--- src/rtl/dma_pkg.sv ---
package dma_pkg;
  typedef enum logic [1:0] {WK_IDLE, WK_FETCH, WK_SRC, WK_DST} wk_state_e;

  localparam logic [7:0] RA_CMD  = 8'h00;
  localparam logic [7:0] RA_STAT = 8'h04;
  localparam logic [7:0] RA_RPTR = 8'h08;
  localparam logic [7:0] RA_WPTR = 8'h0C;
  localparam logic [7:0] RA_ENA  = 8'h10;

  localparam logic [31:0] CMD_CANCEL = 32'd0;
  localparam logic [31:0] CMD_READ   = 32'd1;
  localparam logic [31:0] CMD_WRITE  = 32'd2;
  localparam logic [31:0] CMD_STOP   = 32'd4;
endpackage

--- src/rtl/dma_regs.sv ---
module dma_regs
  import dma_pkg::*;
#(
  parameter int DW = 32
) (
  input  logic          clk,
  input  logic          rst_n,
  input  logic          reg_we,
  input  logic [7:0]    reg_addr,
  input  logic [DW-1:0] reg_wdata,
  output logic [DW-1:0] reg_rdata,
  input  logic          busy_rd,
  input  logic          busy_wr,
  input  logic          err_rd,
  input  logic          err_wr,
  output logic [DW-1:0] rd_ptr,
  output logic [DW-1:0] wr_ptr,
  output logic          start_rd,
  output logic          start_wr,
  output logic          abort_cmd
);
  logic [DW-1:0] rptr_q, rptr_d, wptr_q, wptr_d;
  logic [1:0]    ena_q, ena_d;
  logic          rerr_q, rerr_d, werr_q, werr_d, lerr_q, lerr_d;
  logic          cmd_wr;

  assign cmd_wr    = reg_we && (reg_addr == RA_CMD);
  assign start_rd  = cmd_wr && (reg_wdata == CMD_READ)  && ena_q[0] && !busy_rd && !busy_wr;
  assign start_wr  = cmd_wr && (reg_wdata == CMD_WRITE) && ena_q[1] && !busy_rd && !busy_wr;
  assign abort_cmd = cmd_wr && ((reg_wdata == CMD_CANCEL) || (reg_wdata == CMD_STOP));
  assign rd_ptr    = rptr_q;
  assign wr_ptr    = wptr_q;

  always_comb begin
    rptr_d = rptr_q;
    wptr_d = wptr_q;
    ena_d  = ena_q;
    rerr_d = rerr_q;
    werr_d = werr_q;
    lerr_d = lerr_q;
    if (reg_we && (reg_addr == RA_RPTR)) rptr_d = reg_wdata;
    if (reg_we && (reg_addr == RA_WPTR)) wptr_d = reg_wdata;
    if (reg_we && (reg_addr == RA_ENA))  ena_d  = reg_wdata[1:0];
    if (start_rd) rerr_d = 1'b0;
    if (start_wr) werr_d = 1'b0;
    if (start_rd || start_wr) lerr_d = 1'b0;
    if (err_rd) rerr_d = 1'b1;
    if (err_wr) werr_d = 1'b1;
    if (err_rd || err_wr) lerr_d = 1'b1;
  end

  always_ff @(posedge clk or negedge rst_n) begin
    if (!rst_n) begin
      rptr_q <= '0;
      wptr_q <= '0;
      ena_q  <= '0;
      rerr_q <= 1'b0;
      werr_q <= 1'b0;
      lerr_q <= 1'b0;
    end else begin
      rptr_q <= rptr_d;
      wptr_q <= wptr_d;
      ena_q  <= ena_d;
      rerr_q <= rerr_d;
      werr_q <= werr_d;
      lerr_q <= lerr_d;
    end
  end

  always_comb begin
    reg_rdata = '0;
    case (reg_addr)
      RA_STAT: reg_rdata[4:0] = {lerr_q, werr_q, rerr_q, busy_wr, busy_rd};
      RA_RPTR: reg_rdata      = rptr_q;
      RA_WPTR: reg_rdata      = wptr_q;
      RA_ENA:  reg_rdata[1:0] = ena_q;
      default: reg_rdata      = '0;
    endcase
  end


  ll_has_dir_chk: assert property (@(posedge clk) disable iff (!rst_n)
    lerr_q |-> (rerr_q || werr_q));


  wr_clear_chk: assert property (@(posedge clk) disable iff (!rst_n)
    start_wr |=> !werr_q && !lerr_q);
endmodule

--- src/rtl/dma_walker.sv ---
module dma_walker
  import dma_pkg::*;
#(
  parameter int DW       = 32,
  parameter int MAX_DESC = 8
) (
  input  logic          clk,
  input  logic          rst_n,
  input  logic          start_rd,
  input  logic          start_wr,
  input  logic          abort_cmd,
  input  logic [DW-1:0] rd_ptr,
  input  logic [DW-1:0] wr_ptr,
  output logic          host_req,
  output logic          host_we,
  output logic [DW-1:0] host_addr,
  output logic [DW-1:0] host_wdata,
  input  logic          host_ack,
  input  logic [DW-1:0] host_rdata,
  output logic          card_req,
  output logic          card_we,
  output logic [DW-1:0] card_addr,
  output logic [DW-1:0] card_wdata,
  input  logic          card_ack,
  input  logic [DW-1:0] card_rdata,
  output logic          busy_rd,
  output logic          busy_wr,
  output logic          done_rd,
  output logic          done_wr,
  output logic          err_rd,
  output logic          err_wr
);
  localparam int CW = $clog2(MAX_DESC) + 1;
  localparam int LW = DW - 2;

  wk_state_e     st_q, st_d;
  logic          dir_q, dir_d;
  logic [DW-1:0] lptr_q, lptr_d, ca_q, ca_d, ha_q, ha_d, data_q, data_d;
  logic [1:0]    fidx_q, fidx_d;
  logic [CW-1:0] dcnt_q, dcnt_d;
  logic [LW-1:0] left_q, left_d;
  logic          last_q, last_d, abt_q, abt_d;
  logic          dnr_d, dnw_d, erw_d, err_d;
  logic          abort_now, src_ack, dst_ack, len_zero, chain_over;
  logic [DW-1:0] len_up, src_rdata;

  assign abort_now  = abt_q || abort_cmd;
  assign src_ack    = dir_q ? card_ack : host_ack;
  assign dst_ack    = dir_q ? host_ack : card_ack;
  assign src_rdata  = dir_q ? card_rdata : host_rdata;
  assign len_up     = {1'b0, host_rdata[DW-2:0]} + DW'(3);
  assign len_zero   = (host_rdata[DW-2:0] == '0);
  assign chain_over = dir_q && !host_rdata[DW-1] && (dcnt_q == CW'(MAX_DESC - 1));

  always_comb begin
    st_d = st_q;   dir_d = dir_q;   lptr_d = lptr_q; ca_d = ca_q;
    ha_d = ha_q;   data_d = data_q; fidx_d = fidx_q; dcnt_d = dcnt_q;
    left_d = left_q; last_d = last_q; abt_d = abt_q;
    dnr_d = 1'b0; dnw_d = 1'b0; err_d = 1'b0; erw_d = 1'b0;
    if (abort_cmd && (st_q != WK_IDLE)) abt_d = 1'b1;
    case (st_q)
      WK_IDLE: if (start_rd || start_wr) begin
        st_d   = WK_FETCH;
        dir_d  = start_wr;
        lptr_d = start_wr ? wr_ptr : rd_ptr;
        fidx_d = 2'd0;
        dcnt_d = '0;
      end
      WK_FETCH: if (host_ack) begin
        fidx_d = fidx_q + 2'd1;
        if (fidx_q == 2'd0) begin
          if (dir_q) ca_d = host_rdata; else ha_d = host_rdata;
        end else if (fidx_q == 2'd1) begin
          if (dir_q) ha_d = host_rdata; else ca_d = host_rdata;
        end else begin
          fidx_d = 2'd0;
          lptr_d = lptr_q + DW'(12);
          dcnt_d = dcnt_q + CW'(1);
          last_d = !dir_q || host_rdata[DW-1];
          left_d = len_up[DW-1:2];
        end
        if (abort_now) st_d = WK_IDLE;
        else if (fidx_q == 2'd2) begin
          if (len_zero || chain_over) begin
            st_d  = WK_IDLE;
            erw_d = dir_q;
            err_d = !dir_q;
          end else st_d = WK_SRC;
        end
      end
      WK_SRC: if (src_ack) begin
        data_d = src_rdata;
        st_d   = WK_DST;
      end
      WK_DST: if (dst_ack) begin
        ca_d   = ca_q + DW'(4);
        ha_d   = ha_q + DW'(4);
        left_d = left_q - LW'(1);
        if (abort_now) st_d = WK_IDLE;
        else if (left_q == LW'(1)) begin
          if (last_q) begin
            st_d  = WK_IDLE;
            dnw_d = dir_q;
            dnr_d = !dir_q;
          end else st_d = WK_FETCH;
        end else st_d = WK_SRC;
      end
      default: st_d = WK_IDLE;
    endcase
    if (st_d == WK_IDLE) abt_d = 1'b0;
  end

  always_ff @(posedge clk or negedge rst_n) begin
    if (!rst_n) begin
      st_q <= WK_IDLE; dir_q <= 1'b0; lptr_q <= '0; ca_q <= '0; ha_q <= '0;
      data_q <= '0; fidx_q <= '0; dcnt_q <= '0; left_q <= '0; last_q <= 1'b0;
      abt_q <= 1'b0; done_rd <= 1'b0; done_wr <= 1'b0; err_rd <= 1'b0; err_wr <= 1'b0;
    end else begin
      st_q <= st_d; dir_q <= dir_d; lptr_q <= lptr_d; ca_q <= ca_d; ha_q <= ha_d;
      data_q <= data_d; fidx_q <= fidx_d; dcnt_q <= dcnt_d; left_q <= left_d;
      last_q <= last_d; abt_q <= abt_d; done_rd <= dnr_d; done_wr <= dnw_d;
      err_rd <= err_d; err_wr <= erw_d;
    end
  end

  assign busy_rd    = (st_q != WK_IDLE) && !dir_q;
  assign busy_wr    = (st_q != WK_IDLE) && dir_q;
  assign host_req   = (st_q == WK_FETCH) || ((st_q == WK_SRC) && !dir_q) || ((st_q == WK_DST) && dir_q);
  assign card_req   = ((st_q == WK_SRC) && dir_q) || ((st_q == WK_DST) && !dir_q);
  assign host_we    = (st_q == WK_DST);
  assign card_we    = (st_q == WK_DST);
  assign host_addr  = (st_q == WK_FETCH) ? (lptr_q + {{(DW-4){1'b0}}, fidx_q, 2'b00}) : ha_q;
  assign card_addr  = ca_q;
  assign host_wdata = data_q;
  assign card_wdata = data_q;


  one_port_chk: assert property (@(posedge clk) disable iff (!rst_n)
    !(host_req && card_req));


  hold_req_chk: assert property (@(posedge clk) disable iff (!rst_n)
    (host_req && !host_ack) |=> (host_req && $stable(host_addr)));


  one_dir_chk: assert property (@(posedge clk) disable iff (!rst_n)
    !(busy_rd && busy_wr));


  done_pulse_chk: assert property (@(posedge clk) disable iff (!rst_n)
    (done_rd || done_wr) |=> !(done_rd || done_wr));


  done_idle_chk: assert property (@(posedge clk) disable iff (!rst_n)
    (done_rd || done_wr) |-> !(busy_rd || busy_wr));
endmodule

--- src/rtl/dma_sg_engine.sv ---
module dma_sg_engine
  import dma_pkg::*;
#(
  parameter int DW       = 32,
  parameter int MAX_DESC = 8
) (
  input  logic          clk,
  input  logic          rst_n,
  input  logic          reg_we,
  input  logic [7:0]    reg_addr,
  input  logic [DW-1:0] reg_wdata,
  output logic [DW-1:0] reg_rdata,
  output logic          host_req,
  output logic          host_we,
  output logic [DW-1:0] host_addr,
  output logic [DW-1:0] host_wdata,
  input  logic          host_ack,
  input  logic [DW-1:0] host_rdata,
  output logic          card_req,
  output logic          card_we,
  output logic [DW-1:0] card_addr,
  output logic [DW-1:0] card_wdata,
  input  logic          card_ack,
  input  logic [DW-1:0] card_rdata,
  output logic          rd_done,
  output logic          wr_done,
  output logic          rd_err,
  output logic          wr_err
);
  logic          busy_rd, busy_wr, start_rd, start_wr, abort_cmd;
  logic [DW-1:0] rd_ptr, wr_ptr;

  dma_regs #(.DW(DW)) i_regs (
    .clk(clk), .rst_n(rst_n), .reg_we(reg_we), .reg_addr(reg_addr),
    .reg_wdata(reg_wdata), .reg_rdata(reg_rdata), .busy_rd(busy_rd),
    .busy_wr(busy_wr), .err_rd(rd_err), .err_wr(wr_err), .rd_ptr(rd_ptr),
    .wr_ptr(wr_ptr), .start_rd(start_rd), .start_wr(start_wr), .abort_cmd(abort_cmd)
  );

  dma_walker #(.DW(DW), .MAX_DESC(MAX_DESC)) i_walker (
    .clk(clk), .rst_n(rst_n), .start_rd(start_rd), .start_wr(start_wr),
    .abort_cmd(abort_cmd), .rd_ptr(rd_ptr), .wr_ptr(wr_ptr),
    .host_req(host_req), .host_we(host_we), .host_addr(host_addr),
    .host_wdata(host_wdata), .host_ack(host_ack), .host_rdata(host_rdata),
    .card_req(card_req), .card_we(card_we), .card_addr(card_addr),
    .card_wdata(card_wdata), .card_ack(card_ack), .card_rdata(card_rdata),
    .busy_rd(busy_rd), .busy_wr(busy_wr), .done_rd(rd_done), .done_wr(wr_done),
    .err_rd(rd_err), .err_wr(wr_err)
  );
endmodule

--- config.mk ---
export PLATFORM = sky130hd
export DESIGN_NAME = dma_sg_engine
export DESIGN_NICKNAME = d
export VERILOG_FILES = /design/src/rtl/dma_pkg.sv /design/src/rtl/dma_regs.sv /design/src/rtl/dma_walker.sv /design/src/rtl/dma_sg_engine.sv
export SDC_FILE = /design/constraint.sdc
export NUM_CORES = 1
export LEC_CHECK = 0
export BUFFER_PORTS_ARGS = -buffer_cell sky130_fd_sc_hd__buf_2
export CAP_MARGIN = 5
export CORE_AREA = 2 2 173 303
export CTS_CLUSTER_SIZE = 24
export DETAILED_ROUTE_END_ITERATION = 8
export DIE_AREA = 0 0 175 305
export GPL_ROUTABILITY_DRIVEN = 0
export GPL_TIMING_DRIVEN = 0
export HOLD_SLACK_MARGIN = 0.02
export PLACE_DENSITY_LB_ADDON = 0.2
export REMOVE_ABC_BUFFERS = 1
export SLEW_MARGIN = 20
export SYNTH_ARGS = -nofsm -noshare
export SYNTH_HDL_FRONTEND = slang
export SYNTH_SLANG_ARGS = --single-unit
--- constraint.sdc ---
create_clock -name clk -period 7.69 [get_ports clk]
set_clock_uncertainty 0.15 [all_clocks]
set_input_delay 1.538 -clock clk [delete_from_list [all_inputs] [get_ports clk]]
set_output_delay 1.538 -clock clk [all_outputs]
set_load 0.05 [all_outputs]
Word level (Yosys, flattened, before mapping)
Index checks and enable logic that the tools add are counted.

cells by class
  reductions and logical operators = 56
  mux-type cells = 79
  equality and inequality tests = 24
  bitwise operators = 2
  $add $sub $neg = 8

operators with widths
  cell                                                                     number
  32-bit 2-to-1 mux                                                        17
  32-bit one-hot mux with 2 select lines                                   3
  30-bit 2-to-1 mux                                                        4
  32-bit by 3-bit adder with 32-bit output (second input constant)         2
  30-bit one-hot mux with 2 select lines                                   1
  27-bit one-hot mux with 2 select lines                                   1
  31-bit by 2-bit adder with 32-bit output (second input constant)         1
  32-bit by 4-bit adder with 32-bit output                                 1
  32-bit by 4-bit adder with 32-bit output (second input constant)         1
  32-bit by 1-bit equality test with 1-bit output (second input constant)  1
  32-bit by 2-bit equality test with 1-bit output (second input constant)  1
  32-bit by 3-bit equality test with 1-bit output (second input constant)  1
  32-bit zero test                                                         1
  31-bit zero test                                                         1
  1-bit 2-to-1 mux                                                         31
  30-bit by 1-bit equality test with 1-bit output (second input constant)  1
  30-bit by 1-bit subtractor with 30-bit output (second input constant)    1
  2-bit 2-to-1 mux                                                         13
  1-bit logical AND                                                        22
  8-bit by 4-bit equality test with 1-bit output (second input constant)   2
  4-bit 2-to-1 mux                                                         4
  2-bit one-hot mux with 4 select lines                                    2
  2-bit nonzero test                                                       7
  6-bit AND reduction                                                      2
  other kinds (24)                                                         48

storage, ports and cells
  register bits = 242
  output and inout port bits = 168
  input port bits = 109
  logic and storage cells = 190

Longest topological paths before layout
  depth in word-level cells = 11
  depth in mapped cells = 9
  gate-level depth less buffers = 8

Cells and area by module
Synthesis repeated with hierarchy kept, for this count alone.

second synthesis, totals
  cell total of the unflattened synthesis = 1723
  area total of the unflattened synthesis = 15552.4 µm²

modules (own cells, without submodules)
  module      times used  area an instance (µm²)  cells an instance  sequential area each (µm²)
  dma_walker  1           12261.8                 1493               4329.2
  dma_regs    1           3290.7                  230                1726.7

Worst setup path after synthesis
OpenSTA, ideal clock, no wires.

  path kind = input to output
  start = input reg_addr[5]
  end = output reg_rdata[21]
  data arrival time = 3.600 ns
  stages = 8
  required time = 6.002 ns
  path buffers = 3
  setup slack = 2.402 ns
  cells stage by stage = or4_1 > or3_1 > buf_2 > inv_1 > and3_1 > buf_2 > buf_2 > a22o_1

on the way
  cells in the longest elaborated chain, start to end = 2
  elaborated cells between the ends (all ways) = 3
  those cells by class = eq/ne: 2; mux: 1

RTL lines
  what                                            line                 source
  from (decl)                                     dma_sg_engine.sv:10  input logic [7:0] reg_addr,
  8-bit by 4-bit equality test with 1-bit output  dma_regs.sv:72       case (reg_addr)
  27-bit one-hot mux with 2 select lines (*)      dma_regs.sv:72
  to (decl)                                       dma_sg_engine.sv:12  output logic [DW-1:0] reg_rdata,

Mark *: on every way between the ends. The rest lies on a longest branch, timed or not.

Worst setup path after layout
  start = input reg_addr[5]
  end = output reg_rdata[28]

Same word-level chain as after synthesis.

==> metrics.txt <==
worst hold path endpoint=i_regs.werr_q$_DFFE_PN0P_; Reg2Reg Depth=7; data required time at the worst endpoint=6000 ps; most common cell after layout, fill and taps aside=buf_2; CTS tree=done; clk buf depth=3; flops & latches, synth=242; status=complete, no violations; Final Cell Area=17800 sq um; Slew headroom=0.202; Skew-Pair Late Insertion Delay=560 ps; power per cell area=around 290 nW/um^2; Final Core Density=0.349; final hold vios=0; mapped cell area=~15000 sq um; WP data arrival=4120 ps; core area=51100 sq um; Setup Viol. Count Final=0; worst path cell trace=buf_2, or4_1, or3_1, inv_1, and3_2, a22o_1, buf_2; row cnt=110; layout cells sized above 1=0.226; largest net degree at the start of global routing=97; met3 wire length=2260 um; 1st-iter DRT viols=872; via count=13900; drt pass-1 iters=5; pre-CTS setup slack=1840 ps; post_cts resized=0; I/O Buffers=276; unrepaired setup endpoints after global routing=false; post-CTS setup buffer count=0; Wirelength per Cell=around 22 um; synthesized instance count=between 1500 and 2000; YS warnings=0; met2 wire length=30200 um; Max IR drop VDD=between 0.2 and 0.25 mV; Final min period=5810 ps; register area share after synthesis=0.400; Peak Freq=172 MHz; HP Class=reg2reg; chip height=305 um; first-pass GRT wire length=84800 um; I/O pin cnt=277; post-place instance area=16900 sq um; drt drc=0; H-tree depth=1; Yosys top cell area share=0.400; ys flop type=dfrtp_1; placed insts=2529; EDFF count, synth=0; slowest CP cell=and3_2; Hold Path Origin=i_regs.werr_q$_DFFE_PN0P_; crit end category=primary output; layout net count=~2000; final wirelength=55500 um; ANT nets after route=0; final period utilization=0.755; Synth area leader=dfrtp_1; Hold WS=334 ps; Worst R2R Setup Slack=4070 ps; most frequent cells in the layout=buf_2 (275), dfrtp_1 (241), nand2_1 (173), a21oi_1 (161), nor2_1 (148); vias in the first global route=13700; Pwr Total=5.11 mW; area grow syn2layout=17.8%; clk sink count=242; Least-Margin Pin Slew=approximately 1200 ps; slack of the critical path=1880 ps; Die X-Extent=175 um; max layer used=met4; DIE AREA=53400 sq um; R2R Path Start=i_walker.st_q[0]$_DFF_PN0_; Worst path max stage delay=660 ps; crit-path most repeated cell=buf_2; post-route setup TNS=0 ps; largest cells by area after synthesis=dfrtp_1 (40%), a21oi_1 (5.3%), nand2_1 (4.3%); clock-pin slew on the worst setup and hold paths=around 60 ps; Yosys cell types=between 80 and 90; post-DP HPWL=41300 um; crit start category=primary input; cts bufs inserted=27; GRT overflow=0; DRT met1 WL=21000 um; ant diodes=0; clk root buf=clkbuf_16; Initial Util=0.296; Slew Viols, Final=0; WHS Path Cells=1; Avg Cell Area, Syn=8.77 sq um; CP Class=in2out; Lkg Pwr=8.11 nW; cts hold-fix bufs=0; worst-path fanout max=30; Non-Filler Instances=2578; antenna violations before repair=0; Worst R2R End=i_walker.lptr_q[17]$_DFFE_PN0P_; routed vias/inst=around 5.4; max-cap violation count=0; Async SR Flop Fraction=1.00; total track usage=0.204
## Yosys cell counts (7+ instances only)
library cell and number:
and3_1 32, buf_2 12, o22ai_1 26, or4_1 10
or3_1 9, and2_1 11, xor2_1 35, nand2_1 174
o221ai_1 7, buf_1 13, buf_6 9, nor4_1 30
nand3_1 73, nand4_1 35, ha_1 8, dfrtp_1 242
a21oi_1 161, nor3_1 36, mux2_1 29, nor2_1 149
o211ai_1 11, buf_4 35, a31oi_1 19, a22oi_1 9
clkbuf_1 89, mux2i_1 53, xnor2_1 26, o22a_1 27
a32oi_1 9, a22o_1 30, inv_1 23, o21ai_0 126
and4_1 11, mux2_2 50
## worst max path at each step
stage,slack [ps],from,cells after the start,endpoint
after detailed placement,1840,reg_addr[5],7,reg_rdata[28]
after floorplan,1910,i_walker.st_q[0]$_DFF_PN0_,2,card_we
after CTS,1840,reg_addr[5],7,reg_rdata[28]
final,1880,reg_addr[5],7,reg_rdata[28]
after global routing,1770,reg_addr[5],7,reg_rdata[28]
after global placement,-440,i_walker.st_q[0]$_DFF_PN0_,3,card_we
## area by class of cell
cell class	count	area, sq um
clock buffers	35	746
clock inverters	14	185
fillers	5354	33200
inverters	23	91.3
multi-input cells	1303	8250
flip-flops and latches	242	6060
well taps	672	841
repair buffers	289	1650
## per-layer routing
metal,track usage,up-vias
met3,0.0207,89
met5,0,-
li1,-,6636
met1,0.230,6735
met2,0.387,425
met4,0.0775,0
## registers in the layout, indices dropped and copies added (netlist names)
register             flops
i_regs.ena_q             2
i_regs.lerr_q            1
i_regs.rd_ptr           32
i_regs.rerr_q            1
i_regs.werr_q            1
i_regs.wr_ptr           32
i_walker.abt_q           1
i_walker.card_addr      32
i_walker.card_wdata     32
i_walker.dcnt_q          4
i_walker.dir_q           1
i_walker.done_rd         1
i_walker.done_wr         1
i_walker.err_rd          1
i_walker.err_wr          1
i_walker.fidx_q          2
i_walker.ha_q           32
i_walker.last_q          1
i_walker.left_q         30
i_walker.lptr_q         32
i_walker.st_q            2
## critical path: cells and delay by family
kind	cells	cell delay (ps)
simple gates	3	1770
compound gates	1	300
buf+inv	3	470
## where the power goes
part           switching [mW]  leakage, nW  internal [mW]
clock network           0.586        0.451          0.819
logic                    1.47         4.60          0.476
registers               0.272         3.06           1.49
## cell families after synthesis
logic type / count (synthesis) / share of synthesized area
AO/OA/AOI/OAI: 483 / 0.199
XOR/XNOR: 61 / 0.0353
adder cells (fa/ha/maj): 9 / 0.00794
AND/OR/NAND/NOR: 616 / 0.203
flip-flops: 242 / 0.400
buffers and inverters: 181 / 0.0590
multiplexers: 134 / 0.0958
(Power assumes the default switching activity.)
